===== src/rtl/cos_pkg.sv =====
`timescale 1ns/1ps
package cos_pkg;
  localparam int NUM_GROUPS   = 6;
  localparam int GROUP_W      = 8;
  localparam int NUM_PINS     = NUM_GROUPS * GROUP_W;
  localparam int ADDR_W       = 3;
  localparam int DATA_W       = 8;
  localparam int IRQ_FLAG_BIT = 6;
  localparam logic [ADDR_W-1:0] STATUS_ADDR = 3'd7;
  localparam logic [ADDR_W-1:0] HOLE_ADDR   = 3'd3;

  typedef struct packed {
    logic       rdAny;
    logic       rdStatus;
    logic       wrEnable;
    logic       grpValid;
    logic [2:0] grpSel;
  } ctlStrobes_t;
endpackage


===== src/rtl/cos_ctrl.sv =====
`timescale 1ns/1ps
module cos_ctrl
  import cos_pkg::*;
(
  input  logic [ADDR_W-1:0] busAddr,
  input  logic              busRd,
  input  logic              busWr,
  output ctlStrobes_t       strobes
);
  always_comb begin
    strobes          = '0;
    strobes.rdAny    = busRd;
    strobes.rdStatus = busRd && (busAddr == STATUS_ADDR);
    strobes.wrEnable = busWr && (busAddr == STATUS_ADDR);
    if (busAddr < HOLE_ADDR) begin
      strobes.grpValid = 1'b1;
      strobes.grpSel   = busAddr;
    end else if ((busAddr > HOLE_ADDR) && (busAddr < STATUS_ADDR)) begin
      strobes.grpValid = 1'b1;
      strobes.grpSel   = busAddr - 3'd1;
    end
  end
endmodule


===== src/rtl/cos_datapath.sv =====
`timescale 1ns/1ps
module cos_datapath
  import cos_pkg::*;
#(
  parameter int SYNC_STAGES = 2
) (
  input  logic                clk,
  input  logic                rstN,
  input  logic [NUM_PINS-1:0] pinIn,
  input  ctlStrobes_t         strobes,
  input  logic [DATA_W-1:0]   wrData,
  output logic [DATA_W-1:0]   rdData,
  output logic                irqOut
);
  logic [SYNC_STAGES-1:0][NUM_PINS-1:0] syncQ;
  logic [NUM_PINS-1:0]   pinNow, pinPrev;
  logic [NUM_GROUPS-1:0] groupChg, enable, latch;
  logic [GROUP_W-1:0]    pinBytes [NUM_GROUPS];
  logic [DATA_W-1:0]     rdNext;

  assign pinNow = syncQ[SYNC_STAGES-1];
  assign irqOut = |latch;

  for (genvar g = 0; g < NUM_GROUPS; g++) begin : gGroup
    assign pinBytes[g] = pinNow[g*GROUP_W +: GROUP_W];
    assign groupChg[g] = |(pinNow[g*GROUP_W +: GROUP_W] ^ pinPrev[g*GROUP_W +: GROUP_W]);
  end

  always_comb begin
    rdNext = '0;
    if (strobes.rdStatus) begin
      rdNext[NUM_GROUPS-1:0] = latch;
      rdNext[IRQ_FLAG_BIT]   = ~(|latch);
    end else if (strobes.grpValid) begin
      for (int g = 0; g < NUM_GROUPS; g++)
        if (strobes.grpSel == 3'(g)) rdNext = pinBytes[g];
    end
  end

  always_ff @(posedge clk) begin
    if (!rstN) begin
      syncQ   <= '0;
      pinPrev <= '0;
      enable  <= '0;
      latch   <= '0;
      rdData  <= '0;
    end else begin
      syncQ   <= {syncQ[SYNC_STAGES-2:0], pinIn};
      pinPrev <= pinNow;
      if (strobes.wrEnable) enable <= wrData[NUM_GROUPS-1:0];
      latch <= (strobes.rdStatus ? '0 : latch) | (groupChg & enable);
      if (strobes.rdAny) rdData <= rdNext;
    end
  end

  assert_enable_write_R3: assert property (@(posedge clk) disable iff (!rstN)
    strobes.wrEnable |=> enable == $past(wrData[NUM_GROUPS-1:0]));
  assert_enable_hold_R9: assert property (@(posedge clk) disable iff (!rstN)
    !strobes.wrEnable |=> $stable(enable));
  assert_latch_hold_R4: assert property (@(posedge clk) disable iff (!rstN)
    !strobes.rdStatus |=> (latch & $past(latch)) == $past(latch));
  assert_needs_enable_R5: assert property (@(posedge clk) disable iff (!rstN)
    1'b1 |=> ((latch & ~$past(latch)) & ~$past(enable)) == '0);
  assert_status_clear_R8: assert property (@(posedge clk) disable iff (!rstN)
    strobes.rdStatus |=> (latch & ~$past(groupChg & enable)) == '0);
  assert_status_flag_R6: assert property (@(posedge clk) disable iff (!rstN)
    strobes.rdStatus |=> (rdData[IRQ_FLAG_BIT] == ~$past(irqOut)) && !rdData[7]);
  assert_hole_zero_R2: assert property (@(posedge clk) disable iff (!rstN)
    (strobes.rdAny && !strobes.rdStatus && !strobes.grpValid) |=> rdData == '0);
endmodule


===== src/rtl/cos_input_ctrl.sv =====
`timescale 1ns/1ps
module cos_input_ctrl
  import cos_pkg::*;
#(
  parameter int SYNC_STAGES = 2
) (
  input  logic                clk,
  input  logic                rstN,
  input  logic [NUM_PINS-1:0] pinIn,
  input  logic [ADDR_W-1:0]   busAddr,
  input  logic                busRd,
  input  logic                busWr,
  input  logic [DATA_W-1:0]   busWData,
  output logic [DATA_W-1:0]   busRData,
  output logic                irqOut
);
  ctlStrobes_t strobes;

  cos_ctrl uCtrl (
    .busAddr (busAddr),
    .busRd   (busRd),
    .busWr   (busWr),
    .strobes (strobes)
  );

  cos_datapath #(.SYNC_STAGES(SYNC_STAGES)) uDp (
    .clk     (clk),
    .rstN    (rstN),
    .pinIn   (pinIn),
    .strobes (strobes),
    .wrData  (busWData),
    .rdData  (busRData),
    .irqOut  (irqOut)
  );
endmodule


===== config.mk =====
export PLATFORM = sky130hd
export DESIGN_NAME = cos_input_ctrl
export DESIGN_NICKNAME = d
export VERILOG_FILES = /design/src/rtl/cos_pkg.sv /design/src/rtl/cos_ctrl.sv /design/src/rtl/cos_datapath.sv /design/src/rtl/cos_input_ctrl.sv
export SDC_FILE = /design/constraint.sdc
export NUM_CORES = 1
export LEC_CHECK = 0
export BUFFER_PORTS_ARGS = -buffer_cell sky130_fd_sc_hd__buf_2
export CORE_MARGIN = 5
export CORE_UTILIZATION = 40
export CTS_BUF_LIST = sky130_fd_sc_hd__clkbuf_4 sky130_fd_sc_hd__clkbuf_8
export DETAILED_ROUTE_END_ITERATION = 10
export PLACE_DENSITY_LB_ADDON = 0.05
export RECOVER_POWER = 100
export SLEW_MARGIN = 10
export SYNTH_ARGS = -nofsm -noshare
export SYNTH_HDL_FRONTEND = slang
export SYNTH_HIERARCHICAL = 1
export SYNTH_SLANG_ARGS = --single-unit

===== constraint.sdc =====
create_clock -name clk -period 2.9 [get_ports clk]
set_input_delay 0.29 -clock clk [delete_from_list [all_inputs] [get_ports clk]]
set_output_delay 0.29 -clock clk [all_outputs]
set_load 0.005 [all_outputs]

Yosys cells after proc, flatten, opt, wreduce, memory -nomap -nowiden
Index checks and enable logic that the tools add are counted.
{"block": "totals", "regBits": 164, "input_bits": 63, "output_inout_bits": 9, "elab_cells": 48}
{"block": "op_classes", "n_mux": 12, "order_cmp": 3, "reduce_logical": 11, "bitwise_logic": 9, "add_sub_neg": 1, "n_eq_ne": 6}
{"op": "8-bit 2-to-1 mux", "n": 7}
{"op": "8-bit OR reduction", "n": 6}
{"op": "8-bit bitwise XOR", "n": 6}
{"op": "3-bit equality test (second input constant)", "n": 3}
{"op": "4-bit 2-to-1 mux", "n": 2}
{"op": "7-bit 2-to-1 mux", "n": 1}
{"op": "6-bit AND", "n": 1}
{"op": "3-bit by 2-bit equality test with 1-bit output (second input constant)", "n": 2}
{"op": "6-bit 2-to-1 mux", "n": 1}
{"op": "6-bit bitwise OR", "n": 1}
{"op": "6-bit OR reduction", "n": 1}
{"op": "3-bit by 1-bit equality test with 1-bit output (second input constant)", "n": 1}
{"op": "3-bit by 2-bit > comparator with 1-bit output (second input constant)", "n": 1}
{"op": "1-bit logical AND", "n": 3}
{"op": "3-bit zero test", "n": 1}
{"op": "3-bit by 2-bit < comparator with 1-bit output (second input constant)", "n": 1}
{"op": "3-bit < comparator (second input constant)", "n": 1}
{"op": "3-bit by 1-bit subtractor with 3-bit output (second input constant)", "n": 1}
{"op": "1-bit 2-to-1 mux", "n": 1}
{"op": "1-bit inverter", "n": 1}

Logic depth before layout (Yosys ltp)
{"block": "depth", "word_depth": 13, "mapped_depth": 10, "depth_no_buf": 9}

Cells and area by module
Netlist, hierarchy kept.
{"module": "cos_datapath", "seq_area_each_um2": 3283.1, "area_per_inst_um2": 5626.6, "cells_each": 504, "instances": 1}
{"module": "cos_ctrl", "seq_area_each_um2": 0.0, "area_per_inst_um2": 122.6, "cells_each": 19, "instances": 1}

Worst setup path before layout
Ideal clock, no wire load.
{"block": "synth_path", "path_kind": "in2reg", "from": "in busAddr[0]", "to": "reg uDp.rdData[3]", "t_arrival_ps": 1933, "n_path_buf": 1, "slack_ps": 833, "t_required_ps": 2766, "path_stages": 8, "cell_sequence": "ha_1 or4b_1 nand2_1 buf_6 or2b_4 o221a_1 o221ai_1 a31oi_1"}
{"element": "start: declaration", "line_no": "cos_input_ctrl.sv:10", "rtl": "input logic [ADDR_W-1:0] busAddr,"}
{"element": "end signal: assignment", "line_no": "cos_datapath.sv:52", "rtl": "if (strobes.rdAny) rdData <= rdNext;"}
{"element": "end: declaration", "line_no": "cos_datapath.sv:12", "rtl": "output logic [DATA_W-1:0] rdData,"}

==> impl_results.md <==
* Syn Inst Count at 523
* Worst-Skew Late Latency at about 0.44 ns
* Syn_area_per_cell at 11.0 um2
* Area of the core at between 10,000 and 15,000 um2
* Clock sink total at between 150 and 200
* Final WL at 10.5 mm
* Post-Syn Nets at 588
* Total GRT Usage at 13.4%
* Kind of critical path: in2reg
* Nature of the critical path endpoint: flop
* Synthesized area at about 5700 um2
* Synthesized flop and latch total at 164
* Hold Vio Cnt, Final at 0
* Starting DRT DRC Count at 189
* Routability cong. at 0.846
* Most instantiated library cell after synthesis: dfxtp_1
* Worst-margin pin slew at about 1.3 ns
* Netlist cell types at 45
* Setup TNS at 0 ns
* Worst Hold Class: in2reg
* Post-CTS Hold Buffers at 0
* Vias in the first global route at 3,440
* Dpl hpwl at approximately 7.5 mm
* Max Freq at 476 MHz
* Longest Clk Path Bufs at 2
* Gr ovfl total at 0
* Register Area at 3280 um2
* Final Instance Count excl. Fillers at 778
* Clk root buf: clkbuf_8
* Largest net degree at the start of global routing at between 90 and 100
* Number of core rows at 43
* Die width at 130 um
* 1st-pass router iterations at 4
* Multi-input gate area at ~2300 um2
* Area leader, netlist: dfxtp_1
* Post-synth ARST share at 0%
* RSZ-0062 raised after global routing: no
* Layout Skew at 0.0128 ns
* Die height at 130 um
* Tmin final at ~2.1 ns
* # diodes at 0
* Design area at 6550 um2
* Layout net count at 650
* CP Data Arrival Time at 2.45 ns
* First-pass GRT wire length at 17.3 mm
* Max_slew headroom at 12.5%
* Pwr Total at 4.24 mW
* Post CTS Setup Buffer Count at 0
* Die ar. at roughly 17,000 um2
* Total number of vias at about 3,500
* Initial Utilization at 41.1%
* CTS tree: yes
* Area contributors post-synth: dfxtp_1 (57%), and2_1 (16%), xnor2_1 (7.3%), mux2i_1 (2.8%), nand4_1 (1.4%)
* Port bufs at between 60 and 70
* DRC violations left at 0
* Commonest cells post-synth: dfxtp_1 (164), and2_1 (144), xnor2_1 (48)
* TritonCTS Buffers at 17
* Worst VDD drop at 363 uV
* Number of synthesized flops with an enable pin at 0
* Ratio of final minimum period to clock period at 72.5%
* Status: completed
* Vias per cell at between 4 and 5
* Clock-pin slew on the worst setup and hold paths at 0.09 ns
* Crit path launch type: primary input
* Num ports at 72
* Max-cap violations at 0
* Antenna viol nets, final at 0
* Syn-to-layout area delta at 14.0%
* Post_cts resized at 0
* Critical Path RT at about 3.3 ns
* Share of layout cells above drive strength 1 at 17.7%
* Routed wire per std cell at 13.5 um
* Share of the synthesized area in the top cell type at 57.1%
* Final Max Slew Viols at 0
* Antenna violations before repair at 0
* Sequential share of the synthesized area at 57.1%
* P per Cell Area at 646 nW/um2
* Final setup viols at 0
* Critical-path maximum fanout at 8
* H-tree Lvls at 4
* Leak pwr at approximately 2.5 nW
* Top FF cell, synth: dfxtp_1
* Placed Cells at 746
* Placed Area at 6200 um2
* YS warnings at 6
* Filler instances at between 1,000 and 1,500
-- metal layers --
layer | track usage, % | up-vias | routed length (um)
met5 | 0 | - | 0
met4 | 4.83 | 0 | 121
met3 | 4.50 | 7 | 555
met2 | 20.3 | 64 | 4670
met1 | 17.9 | 1616 | 5200
li1 | - | 1832 | -
-- critical path, stage by stage --
cell and delay (ns):
clkbuf_1 0.22, inv_1 0.08, ha_1 0.30, nor2_1 0.09, o221ai_1 0.10, a31oi_1 0.50
or2b_1 0.39, o22ai_1 0.16, o211ai_1 0.11, a41oi_1 0.21
-- state kept, by name (all words and copies together) (netlist names) --
register,cells
uDp/enable,6
uDp/latch,6
uDp/pinNow,48
uDp/pinPrev,48
uDp/rdData,8
uDp/syncQ,48
-- path summary, 6_finish.rpt --
path                           endpoint  slack, ns                      start  depth (start not counted)
max          uDp/rdData[4]$_SDFFE_PN0P_       0.80                 busAddr[1]                         10
max reg2reg  uDp/rdData[2]$_SDFFE_PN0P_       1.58  uDp/pinNow[10]$_SDFF_PN0_                          4
min            uDp/syncQ[30]$_SDFF_PN0_       0.05                  pinIn[30]                          2
min reg2reg   uDp/pinNow[16]$_SDFF_PN0_       0.43   uDp/syncQ[16]$_SDFF_PN0_                          1
-- area by class of cell --
type / count / share of cell area (%)
clock inverter: 13 / 1.89
inverter: 6 / 0.344
sequential: 164 / 50.1
clock buffer: 19 / 3.99
timing repair buffer: 72 / 5.42
multi-input combinational: 324 / 34.8
tap: 180 / 3.44
-- cell usage in the layout (no fill, tap or decap), types with 3 or more instances in the layout --
cell type   Yosys  routed
nor2b_1         7       7
clkbuf_1       21      10
o21ai_0        14      14
xnor2_1        48      48
buf_2           1      58
and2_0          0      24
o221a_1         4       4
mux2i_1        16      16
dfxtp_1       164     164
a21boi_0        6       6
a31oi_1         5       5
clkinvlp_4      0       6
mux2_2          5       5
buf_4           3       3
nand2_1        11      11
o221ai_1        6       6
clkbuf_8        0      19
inv_1           6       6
inv_6           0       3
nor2_1          6       6
and2_1        144     120
nand2b_1        6       6
nand4_1        13      13
-- report_power, final --
part	total (mW)	switching [mW]	internal [mW]
Sequential	2.39	0.0501	2.34
Clock	1.55	0.817	0.732
Combinational	0.296	0.140	0.156
Total	4.24	1.01	3.23
-- cells by family after synthesis --
family | count (synthesis) | share of synthesized area [%]
compound gates | 48 | 6.07
xor+xnor | 48 | 7.31
fa+ha+maj | 2 | 0.435
buf+inv | 35 | 3.18
flops | 164 | 57.1
mux | 23 | 4.29
simple gates | 203 | 21.6
-- metrics by stage --
step | hold WS, ns | util, % | worst slack [ns]
finish | 0.0495 | 46.9 | 0.798
floorplan | 0.412 | - | 0.833
global route | 0.0136 | 46.9 | 0.566
detailed placement | 0.417 | 44.3 | 0.418
CTS | 0.00853 | 47.1 | 0.905
global placement | 0.418 | 44.3 | 0.492
Power figures use the tool's default switching activity.
